$ cat src/rtl/bitser_pkg.sv
package bitser_pkg;

  localparam int ADDR_BITS = 16;
  localparam int DATA_BITS = 8;

  // Request-level sequencing phase
  typedef enum logic [2:0] {
    ST_IDLE,
    ST_RST,    // read / write 0 / read framing
    ST_ADDR,   // address bits, MSB first
    ST_RDAT,   // returned data bits
    ST_RTRM,   // terminating write of 1
    ST_WDAT,   // page data bits
    ST_CMIT,   // read / write 1 / read commit
    ST_POLL    // busy polling
  } seq_st_e;

  // Single bus cycle phase
  typedef enum logic [2:0] {
    PH_IDLE,
    PH_SETUP,
    PH_STRB,
    PH_HOLD,
    PH_RECV
  } bus_ph_e;

  function automatic int max3(input int a, input int b, input int c);
    int m;
    m = (a > b) ? a : b;
    return (m > c) ? m : c;
  endfunction

endpackage

$ cat src/rtl/bitser_cycle.sv
module bitser_cycle
  import bitser_pkg::*;
#(
  parameter int SETUP_CLKS  = 3,
  parameter int LOW_CLKS    = 7,
  parameter int REC_CLKS    = 17,
  parameter int SAMPLE_OFS  = 5,
  parameter int SYNC_STAGES = 2
) (
  input  logic clk,
  input  logic rst_n,
  input  logic go,
  input  logic go_wr,
  input  logic go_bit,
  input  logic bus_din,
  output logic fin,
  output logic rbit,
  output logic bus_ce_n,
  output logic bus_oe_n,
  output logic bus_we_n,
  output logic bus_dout,
  output logic bus_doe
);

  localparam int MAXC  = max3(SETUP_CLKS, LOW_CLKS, REC_CLKS);
  localparam int CNT_W = $clog2(MAXC + 1);

  // Input synchroniser, depth chosen by parameter
  logic din_s;
  generate
    if (SYNC_STAGES == 0) begin : g_nosync
      assign din_s = bus_din;
    end else begin : g_sync
      logic stg [SYNC_STAGES];
      for (genvar k = 0; k < SYNC_STAGES; k++) begin : g_stg
        if (k == 0) begin : g_first
          always_ff @(posedge clk or negedge rst_n) begin
            if (!rst_n) stg[k] <= 1'b1;
            else        stg[k] <= bus_din;
          end
        end else begin : g_next
          always_ff @(posedge clk or negedge rst_n) begin
            if (!rst_n) stg[k] <= 1'b1;
            else        stg[k] <= stg[k-1];
          end
        end
      end
      assign din_s = stg[SYNC_STAGES-1];
    end
  endgenerate

  bus_ph_e          ph_q, ph_d;
  logic [CNT_W-1:0] cnt_q, cnt_d;
  logic             wr_q, wr_d;
  logic             bit_q, bit_d;
  logic             rbit_q, rbit_d;
  logic             ce_n_q, oe_n_q, we_n_q, doe_q;
  logic             act_d;

  always_comb begin
    ph_d   = ph_q;
    cnt_d  = cnt_q;
    wr_d   = wr_q;
    bit_d  = bit_q;
    rbit_d = rbit_q;
    fin    = 1'b0;
    case (ph_q)
      PH_IDLE: begin
        if (go) begin
          ph_d  = PH_SETUP;
          cnt_d = '0;
          wr_d  = go_wr;
          bit_d = go_bit;
        end
      end
      PH_SETUP: begin
        if (cnt_q == CNT_W'(SETUP_CLKS - 1)) begin
          ph_d  = PH_STRB;
          cnt_d = '0;
        end else begin
          cnt_d = cnt_q + 1'b1;
        end
      end
      PH_STRB: begin
        if (!wr_q && (cnt_q == CNT_W'(SAMPLE_OFS))) rbit_d = din_s;
        if (cnt_q == CNT_W'(LOW_CLKS - 1)) begin
          ph_d  = PH_HOLD;
          cnt_d = '0;
        end else begin
          cnt_d = cnt_q + 1'b1;
        end
      end
      PH_HOLD: begin
        ph_d = PH_RECV;
      end
      PH_RECV: begin
        if (cnt_q == CNT_W'(REC_CLKS - 1)) begin
          ph_d  = PH_IDLE;
          cnt_d = '0;
          fin   = 1'b1;
        end else begin
          cnt_d = cnt_q + 1'b1;
        end
      end
      default: ph_d = PH_IDLE;
    endcase
  end

  assign act_d = (ph_d == PH_SETUP) || (ph_d == PH_STRB) || (ph_d == PH_HOLD);

  always_ff @(posedge clk or negedge rst_n) begin
    if (!rst_n) begin
      ph_q   <= PH_IDLE;
      cnt_q  <= '0;
      wr_q   <= 1'b0;
      bit_q  <= 1'b0;
      rbit_q <= 1'b1;
      ce_n_q <= 1'b1;
      oe_n_q <= 1'b1;
      we_n_q <= 1'b1;
      doe_q  <= 1'b0;
    end else begin
      ph_q   <= ph_d;
      cnt_q  <= cnt_d;
      wr_q   <= wr_d;
      bit_q  <= bit_d;
      rbit_q <= rbit_d;
      // strobe pins decoded from the next phase so the pins come straight from flops
      ce_n_q <= !act_d;
      oe_n_q <= !((ph_d == PH_STRB) && !wr_d);
      we_n_q <= !((ph_d == PH_STRB) && wr_d);
      doe_q  <= act_d && wr_d;
    end
  end

  assign rbit     = rbit_q;
  assign bus_ce_n = ce_n_q;
  assign bus_oe_n = oe_n_q;
  assign bus_we_n = we_n_q;
  assign bus_dout = bit_q;
  assign bus_doe  = doe_q;

endmodule

$ cat src/rtl/bitser_ctrl.sv
module bitser_ctrl
  import bitser_pkg::*;
#(
  parameter int MAX_BYTES = 64,
  parameter int POLL_MAX  = 4096
) (
  input  logic                           clk,
  input  logic                           rst_n,
  input  logic                           req_valid,
  output logic                           req_ready,
  input  logic                           req_write,
  input  logic [ADDR_BITS-1:0]           req_addr,
  input  logic [$clog2(MAX_BYTES)-1:0]   req_len,
  input  logic [DATA_BITS-1:0]           wr_byte,
  output logic                           wr_take,
  output logic                           rd_valid,
  output logic [DATA_BITS-1:0]           rd_byte,
  output logic                           done,
  output logic                           timeout_err,
  input  logic                           fin,
  input  logic                           rbit,
  output logic                           go,
  output logic                           go_wr,
  output logic                           go_bit
);

  localparam int LEN_W  = $clog2(MAX_BYTES);
  localparam int POLL_W = $clog2(POLL_MAX + 1);
  localparam int STEP_W = $clog2(ADDR_BITS) + 1;
  localparam logic [STEP_W-1:0] ADDR_LAST = STEP_W'(ADDR_BITS - 1);
  localparam logic [STEP_W-1:0] BIT_LAST  = STEP_W'(DATA_BITS - 1);
  localparam logic [STEP_W-1:0] PAT_LAST  = STEP_W'(2);

  seq_st_e               st_q, st_d;
  logic [STEP_W-1:0]     step_q, step_d;
  logic [LEN_W-1:0]      byte_q, byte_d;
  logic [LEN_W-1:0]      len_q, len_d;
  logic [ADDR_BITS-1:0]  addr_q, addr_d;
  logic                  wr_q, wr_d;
  logic [DATA_BITS-1:0]  sh_q, sh_d;
  logic                  wait_q, wait_d;
  logic [POLL_W-1:0]     poll_q, poll_d;
  logic                  done_q, done_d;
  logic                  err_q, err_d;
  logic                  rdv_q, rdv_d;

  always_comb begin
    st_d    = st_q;
    step_d  = step_q;
    byte_d  = byte_q;
    len_d   = len_q;
    addr_d  = addr_q;
    wr_d    = wr_q;
    sh_d    = sh_q;
    wait_d  = wait_q;
    poll_d  = poll_q;
    done_d  = 1'b0;
    err_d   = 1'b0;
    rdv_d   = 1'b0;
    wr_take = 1'b0;
    go      = 1'b0;
    go_wr   = 1'b0;
    go_bit  = 1'b0;
    req_ready = (st_q == ST_IDLE);

    // kind and bit of the cycle this phase issues
    case (st_q)
      ST_RST:  go_wr = (step_q == STEP_W'(1));
      ST_ADDR: begin go_wr = 1'b1; go_bit = addr_q[ADDR_BITS-1]; end
      ST_RTRM: begin go_wr = 1'b1; go_bit = 1'b1; end
      ST_WDAT: begin go_wr = 1'b1; go_bit = sh_q[DATA_BITS-1]; end
      ST_CMIT: begin go_wr = (step_q == STEP_W'(1)); go_bit = 1'b1; end
      default: begin go_wr = 1'b0; go_bit = 1'b0; end
    endcase

    if ((st_q != ST_IDLE) && !wait_q) begin
      go     = 1'b1;
      wait_d = 1'b1;
    end

    if (st_q == ST_IDLE) begin
      if (req_valid) begin
        st_d   = ST_RST;
        step_d = '0;
        byte_d = '0;
        len_d  = req_len;
        addr_d = req_addr;
        wr_d   = req_write;
        wait_d = 1'b0;
      end
    end else if (wait_q && fin) begin
      wait_d = 1'b0;
      step_d = step_q + 1'b1;
      case (st_q)
        ST_RST: begin
          if (step_q == PAT_LAST) begin
            st_d   = ST_ADDR;
            step_d = '0;
          end
        end
        ST_ADDR: begin
          addr_d = addr_q << 1;
          if (step_q == ADDR_LAST) begin
            step_d = '0;
            if (wr_q) begin
              st_d    = ST_WDAT;
              wr_take = 1'b1;
              sh_d    = wr_byte;
            end else begin
              st_d = ST_RDAT;
            end
          end
        end
        ST_RDAT: begin
          sh_d = {sh_q[DATA_BITS-2:0], rbit};
          if (step_q == BIT_LAST) begin
            step_d = '0;
            rdv_d  = 1'b1;
            if (byte_q == len_q) st_d = ST_RTRM;
            else                 byte_d = byte_q + 1'b1;
          end
        end
        ST_RTRM: begin
          st_d   = ST_IDLE;
          done_d = 1'b1;
        end
        ST_WDAT: begin
          sh_d = sh_q << 1;
          if (step_q == BIT_LAST) begin
            step_d = '0;
            if (byte_q == len_q) begin
              st_d = ST_CMIT;
            end else begin
              byte_d  = byte_q + 1'b1;
              wr_take = 1'b1;
              sh_d    = wr_byte;
            end
          end
        end
        ST_CMIT: begin
          if (step_q == PAT_LAST) begin
            st_d   = ST_POLL;
            step_d = '0;
            poll_d = '0;
          end
        end
        ST_POLL: begin
          if (rbit) begin
            st_d   = ST_IDLE;
            done_d = 1'b1;
          end else if (poll_q == POLL_W'(POLL_MAX - 1)) begin
            st_d   = ST_IDLE;
            done_d = 1'b1;
            err_d  = 1'b1;
          end else begin
            poll_d = poll_q + 1'b1;
          end
        end
        default: st_d = ST_IDLE;
      endcase
    end
  end

  always_ff @(posedge clk or negedge rst_n) begin
    if (!rst_n) begin
      st_q   <= ST_IDLE;
      step_q <= '0;
      byte_q <= '0;
      len_q  <= '0;
      addr_q <= '0;
      wr_q   <= 1'b0;
      sh_q   <= '0;
      wait_q <= 1'b0;
      poll_q <= '0;
      done_q <= 1'b0;
      err_q  <= 1'b0;
      rdv_q  <= 1'b0;
    end else begin
      st_q   <= st_d;
      step_q <= step_d;
      byte_q <= byte_d;
      len_q  <= len_d;
      addr_q <= addr_d;
      wr_q   <= wr_d;
      sh_q   <= sh_d;
      wait_q <= wait_d;
      poll_q <= poll_d;
      done_q <= done_d;
      err_q  <= err_d;
      rdv_q  <= rdv_d;
    end
  end

  assign rd_valid    = rdv_q;
  assign rd_byte     = sh_q;
  assign done        = done_q;
  assign timeout_err = err_q;

endmodule

$ cat src/rtl/bitser_mem_seq.sv
module bitser_mem_seq
  import bitser_pkg::*;
#(
  parameter int SETUP_CLKS  = 3,
  parameter int LOW_CLKS    = 7,
  parameter int REC_CLKS    = 17,
  parameter int SAMPLE_OFS  = 5,
  parameter int SYNC_STAGES = 2,
  parameter int MAX_BYTES   = 64,
  parameter int POLL_MAX    = 4096,
  localparam int LEN_W      = $clog2(MAX_BYTES)
) (
  input  logic             clk,
  input  logic             rst_n,
  input  logic             req_valid,
  output logic             req_ready,
  input  logic             req_write,
  input  logic [15:0]      req_addr,
  input  logic [LEN_W-1:0] req_len,
  input  logic [7:0]       wr_byte,
  output logic             wr_take,
  output logic             rd_valid,
  output logic [7:0]       rd_byte,
  output logic             done,
  output logic             timeout_err,
  output logic             bus_ce_n,
  output logic             bus_oe_n,
  output logic             bus_we_n,
  output logic             bus_dout,
  output logic             bus_doe,
  input  logic             bus_din
);

  logic go, go_wr, go_bit, fin, rbit;

  bitser_ctrl #(
    .MAX_BYTES (MAX_BYTES),
    .POLL_MAX  (POLL_MAX)
  ) u_ctrl (
    .clk         (clk),
    .rst_n       (rst_n),
    .req_valid   (req_valid),
    .req_ready   (req_ready),
    .req_write   (req_write),
    .req_addr    (req_addr),
    .req_len     (req_len),
    .wr_byte     (wr_byte),
    .wr_take     (wr_take),
    .rd_valid    (rd_valid),
    .rd_byte     (rd_byte),
    .done        (done),
    .timeout_err (timeout_err),
    .fin         (fin),
    .rbit        (rbit),
    .go          (go),
    .go_wr       (go_wr),
    .go_bit      (go_bit)
  );

  bitser_cycle #(
    .SETUP_CLKS  (SETUP_CLKS),
    .LOW_CLKS    (LOW_CLKS),
    .REC_CLKS    (REC_CLKS),
    .SAMPLE_OFS  (SAMPLE_OFS),
    .SYNC_STAGES (SYNC_STAGES)
  ) u_cycle (
    .clk      (clk),
    .rst_n    (rst_n),
    .go       (go),
    .go_wr    (go_wr),
    .go_bit   (go_bit),
    .bus_din  (bus_din),
    .fin      (fin),
    .rbit     (rbit),
    .bus_ce_n (bus_ce_n),
    .bus_oe_n (bus_oe_n),
    .bus_we_n (bus_we_n),
    .bus_dout (bus_dout),
    .bus_doe  (bus_doe)
  );

endmodule

$ cat config.mk
export PLATFORM = sky130hd
export DESIGN_NAME = bitser_mem_seq
export DESIGN_NICKNAME = d
export VERILOG_FILES = /design/src/rtl/bitser_pkg.sv /design/src/rtl/bitser_cycle.sv /design/src/rtl/bitser_ctrl.sv /design/src/rtl/bitser_mem_seq.sv
export SDC_FILE = /design/constraint.sdc
export NUM_CORES = 1
export LEC_CHECK = 0
export ABC_AREA = 0
export BUFFER_PORTS_ARGS = -buffer_cell sky130_fd_sc_hd__buf_2
export CORE_MARGIN = 5
export CORE_UTILIZATION = 63
export DETAILED_ROUTE_END_ITERATION = 8
export PLACE_DENSITY_LB_ADDON = 0.1
export SETUP_SLACK_MARGIN = 0.02
export SLEW_MARGIN = 10
export SYNTH_ARGS = -nofsm -noshare
export SYNTH_HDL_FRONTEND = slang
export SYNTH_SLANG_ARGS = --single-unit
$ cat constraint.sdc
create_clock -name clk -period 4.4 [get_ports clk]
set_input_delay 0.44 -clock clk [delete_from_list [all_inputs] [get_ports clk]]
set_output_delay 0.44 -clock clk [all_outputs]
set_load 0.1 [all_outputs]
# Yosys cells after proc, flatten, opt, wreduce, memory -nomap -nowiden
# Index checks and enable logic that the tools add are counted.
[word_totals]
reg_bits = 79
elab_cells = 187
[classes]
add_sub_neg = 4
eq_ne = 40
n_mux = 81
bitwise = 1
reduce_logical = 38
[op_table]
columns = ["operator", "n"]
rows = [
  ["two-way mux 16 bit", 4],
  ["two-way mux 3 bit", 17],
  ["two-way mux 5 bit", 10],
  ["two-way mux 13 bit", 3],
  ["two-way mux 6 bit", 6],
  ["two-way mux 8 bit", 4],
  ["two-way mux 1 bit", 27],
  ["one-hot mux 13 bit (2 select lines)", 1],
  ["one-hot mux 8 bit (3 select lines)", 1],
  ["!= test 3 x 2 -> 1 bit, second input constant", 7],
  ["one-hot mux 5 bit (4 select lines)", 1],
  ["equality test 3 x 2 -> 1 bit, second input constant", 6],
  ["one-hot mux 3 bit (6 select lines)", 1],
  ["equality test 3 bit, second input constant", 5],
  ["equality test 5 x 3 -> 1 bit, second input constant", 3],
  ["one-hot mux 3 bit (5 select lines)", 1],
  ["one-hot mux 5 bit (3 select lines)", 1],
  ["adder 13 x 1 -> 13 bit, second input constant", 1],
  ["equality test 13 x 12 -> 1 bit, second input constant", 1],
  ["adder 5 x 1 -> 5 bit, second input constant", 2],
  ["equality test 5 x 2 -> 1 bit, second input constant", 2],
  ["!= test 2 bit, second input constant", 5],
  ["AND reduction 10 bit", 1],
  ["AND reduction 2 bit", 5],
  ["23 further kinds", 49],
]

# Logic depth before layout (Yosys ltp)
[logic_depth]
ltp_word = 9
mapped_depth = 11

# Hierarchy
# From an unflattened synthesis, not the netlist that was laid out.
[unflattened]
hier_cells = 490
area_unflattened_um2 = 4578.1
[modules_own_cells]
columns = ["module", "n_inst", "cells_per_inst", "area_each_um2", "seq_area_each_um2"]
rows = [
  ["bitser_ctrl", 1, 402, 3633.5, 1551.5],
  ["bitser_cycle", 1, 88, 944.7, 432.9],
]

# Worst setup path after synthesis
# No wires, ideal clock.
[synth_path]
path_type = "register to output"
from = "register u_ctrl.step_q[0]"
to = "output port wr_take"
t_arrival_ns = 2.835
required_ns = 3.960
setup_slack_ns = 1.125
stages_incl_launch_ff = 6
n_path_buf = 0
path_cell_list = "dfrtp_1 -> ha_1 -> or4bb_1 -> a21oi_1 -> a32oi_1 -> nor2b_1"
[synth_via]
elab_chain_len = 5
[synth_lines]
columns = ["item", "line_no", "rtl"]
rows = [
  ["from (decl)", "bitser_ctrl.sv:35", "logic [STEP_W-1:0] step_q, step_d;"],
  ["from (signal assigned)", "bitser_ctrl.sv:180", "step_q <= step_d;"],
  ["equality test 5 x 3 -> 1 bit or equality test 5 x 4 -> 1 bit (tied branches)", "bitser_ctrl.sv:129, bitser_ctrl.sv:103", ""],
  ["two-way mux 1 bit, on equally long branches", "bitser_ctrl.sv:129, bitser_ctrl.sv:103", ""],
  ["one-hot mux 1 bit (2 select lines) *", "bitser_ctrl.sv:94", "case (st_q)"],
  ["two-way mux 1 bit *", "bitser_ctrl.sv:91", "end else if (wait_q && fin) begin"],
  ["two-way mux 1 bit *", "bitser_ctrl.sv:81", "if (st_q == ST_IDLE) begin"],
  ["to (decl)", "bitser_mem_seq.sv:21", "output logic wr_take,"],
]
# Mark *: on every way between the ends. The rest lies on a longest branch, timed or not.

# Final worst setup path
[layout_path]
from = "register u_ctrl.st_q[0]"
to = "output port wr_take"
[layout_via]
elab_chain_len = 4
[layout_lines]
columns = ["item", "line_no", "rtl"]
rows = [
  ["from (decl)", "bitser_ctrl.sv:34", "seq_st_e st_q, st_d;"],
  ["from (signal assigned)", "bitser_ctrl.sv:179", "st_q <= st_d;"],
  ["equality test 3 bit or equality test 3 x 2 -> 1 bit (tied branches)", "bitser_ctrl.sv:94", ""],
  ["one-hot mux 1 bit (2 select lines)", "bitser_ctrl.sv:94", ""],
  ["two-way mux 1 bit", "bitser_ctrl.sv:91", ""],
  ["two-way mux 1 bit *", "bitser_ctrl.sv:81", ""],
]
# Marks and branches as above.

==> results.ini <==
[worst_setup_path]
critical_path_class=reg -> out
cp.required_ps=3960
path_max_fanout=29
reg2reg_from=u_ctrl.st_q[0]
end_kind=output port
cp-start-kind=flip-flop
cp.arrival_ps=2810
startpoint=u_ctrl.st_q[0]

[synthesis]
syn-num-nets=529
synth_warnings=0
ys.flop_type=dfrtp_1
syn_area_sq_um=4360
async_flop_share=1.00
ys_ff_latch=79
synth_cells=483
avgSynthCellArea_sq_um=9.02
yosysSeqAreaShare=0.455
synth_enable_flop_cells=0
ys_types=61

[sta]
fin_hold_ws_ps=209
rsz0062_at_grt=false
fin_worst_skew_ps=9.71
final.period_utilization=0.738
maxSlewHeadroom=0.264
setup_viol_count_final=0
timing.setup.tns_ps=0
final_hold_viol_count=0
max_clock_freq_ghz=0.308
tightest_slew_ps=1100
min_period_ps=3250
finalMaxSlewViolations=0

[drt]
viasPerCell=6.03
post-route-drc-count=0
wl_per_cell_microns=16.0
first_pass_iters=5
vias=3683
ant_nets=0
dr.first_iter.drc_count=337
wl_microns=9770

[cts]
clkSlewWorstSetupHoldPaths_ps=80
cts_tree=done
cts_buffers=9
cts_resized=0
clkSinkCount=79
ctsHoldBuffers=0
cts.path.max_buffers=2
ctsRootBufferMaster=clkbuf_8
cts_setup_buffers=0
cts_max_level=3
insertion_delay_ps=350

[place]
portBuffers=52
dp_hpwl_microns=6700
place.gp.congestion=0.946

[cells_and_area]
postLayoutCoreUtil=0.721
n_antenna_cell=0
syn_to_final_growth_pct=11.9
layout-drive-gt1-share=0.175
n_fill_cell=525
nets=572

[worst_hold_path]
worstHoldStart=bus_din
hold_path_class=in -> reg

[global_routing]
grt_pass1_vias=3475
grt_max_degree=80
antenna_found_initial=0
grt_pass1_wl_microns=16600
grt-ovfl-total=0
groute.usage.overall=0.238

[floorplanning]
die_area_sq_um=8680
rows=30
core_area_sq_um=6760
die_y_microns=93.2
pin_count=53
initial_utilization=0.645
die_w_microns=93.2

[power]
power_mw=2.41
vdd_drop_max_uv=287
pwr-share-comb=0.345
switching_share=0.400
static-leakage-power_nw=2.17
p_clk_frac=0.231
power.density_nw_per_um2=495
seqPwrFrac=0.424
switchingPower_mw=0.966
internal-power_mw=1.45

[run_status]
status=finished clean

[job]
maxCapViolations=0

synth_stat cells, types with 2 or more instances:
master	number	area share
a21oi_1	29	0.033
a22oi_1	2	0.0034
and3_1	4	0.0057
buf_2	3	0.0034
clkbuf_1	20	0.017
dfrtp_1	73	0.42
dfstp_2	6	0.036
ha_1	11	0.032
inv_1	19	0.016
mux2_2	2	0.0052
mux2i_1	17	0.039
nand2_1	73	0.063
nand2b_1	7	0.010
nand3_1	17	0.020
nand4_1	7	0.010
nor2_1	30	0.026
nor2b_1	5	0.0072
nor3_1	15	0.017
nor3b_1	3	0.0052
nor4_1	9	0.013
nor4b_1	3	0.0060
o211ai_1	3	0.0052
o21ai_0	53	0.061
o21ai_1	3	0.0034
o22ai_1	9	0.013
o31ai_1	3	0.0052
o41ai_1	2	0.0040
or2_2	2	0.0029
or4_1	2	0.0034
xnor2_1	11	0.022
xor2_1	10	0.020
power groups by stage:
| stage | clock network, mW | logic, mW | registers [mW] |
|---|---|---|---|
| 3_5_place_dp | 0 | 0.828 | 1.03 |
| 2_1_floorplan | 0 | 0.612 | 1.05 |
| 6_report | 0.557 | 0.833 | 1.02 |
| 3_3_place_gp | 0 | 0.801 | 1.03 |
| 4_1_cts | 0.564 | 0.834 | 1.02 |
| 5_1_grt | 0.602 | 0.924 | 1.05 |
routing by layer:
layer	vias up	routed length, microns	GRT usage
li1	1802	-	-
met1	1730	4460	0.327
met2	134	4550	0.374
met3	17	574	0.0467
met4	0	188	0.0916
met5	-	0	0
sequential cells by signal, summed over array words and instances, names as in the netlist, 3 cells and up:
register        flops
u_ctrl.step_q       5
u_ctrl.addr_q      16
u_ctrl.rd_byte      8
u_cycle.cnt_q       5
u_ctrl.byte_q       6
u_cycle.ph_q        3
u_ctrl.len_q        6
u_ctrl.st_q         3
u_ctrl.poll_q      13
stage by stage:
step / setup WS [ps] / instances / area (sq um)
floorplan: 1120 / 483 / 4360
global placement: 1570 / 595 / 4660
detailed placement: 1500 / 595 / 4660
CTS: 1180 / 611 / 4870
global route: 938 / 611 / 4870
finish: 1150 / 611 / 4870
cells by family after synthesis:
logic type               after synthesis  synth area share
flip-flops                            79             0.455
buffers and inverters                 43            0.0379
AND/OR/NAND/NOR                      190             0.224
AO/OA/AOI/OAI                        120             0.165
XOR/XNOR                              21            0.0422
multiplexers                          19            0.0442
adder cells (fa/ha/maj)               11            0.0316
worst max-delay path, stage by stage (launching register included):
cell	delay, ps
dfrtp_1	910
clkinv_1	470
nor3_1	410
a32oi_1	110
nor2b_1	120
buf_2	430
final timing paths:
| path | end | slack [ps] | cells past startpoint |
|---|---|---|---|
| max | wr_take | 1150 | 5 |
| min | u_cycle.g_sync.stg[1] | 210 | 1 |
| max reg2reg | u_ctrl.byte_q[5] | 1420 | 6 |
| min reg2reg | u_cycle.din_s | 360 | 0 |
| max in group asynchronous | u_cycle.cnt_q[4] | 3540 | 1 |
| min in group asynchronous | u_ctrl.len_q[5] | 260 | 1 |
cells in the final DEF (no fill, tap or decap), types with 2 or more instances in the layout:
cell       n
nand2_1   73
dfrtp_1   73
o21ai_0   53
buf_2     51
nor2_1    30
a21oi_1   28
inv_1     19
nand3_1   17
mux2i_1   17
clkbuf_8  15
nor3_1    14
xnor2_1   11
ha_1      11
xor2_1    10
nor4_1     9
o22ai_1    9
nand2b_1   7
nand4_1    7
dfstp_2    6
nor2b_1    5
and3_1     4
buf_4      4
o21ai_1    3
nor4b_1    3
o211ai_1   3
o31ai_1    3
nor3b_1    3
or2_2      2
or4_1      2
mux2_2     2
a22oi_1    2
a21oi_2    2
o41ai_1    2
area by class of cell:
type | instances | area (sq um) | area share
multi-input cells | 361 | 2220 | 0.455
clock buffers | 15 | 206 | 0.0424
well taps | 80 | 100 | 0.0205
flip-flops and latches | 79 | 1980 | 0.407
inverters | 20 | 75.1 | 0.0154
repair buffers | 55 | 285 | 0.0585
clock inverters | 1 | 7.51 | 0.00154
No activity file was read; power rests on OpenSTA's default activity.
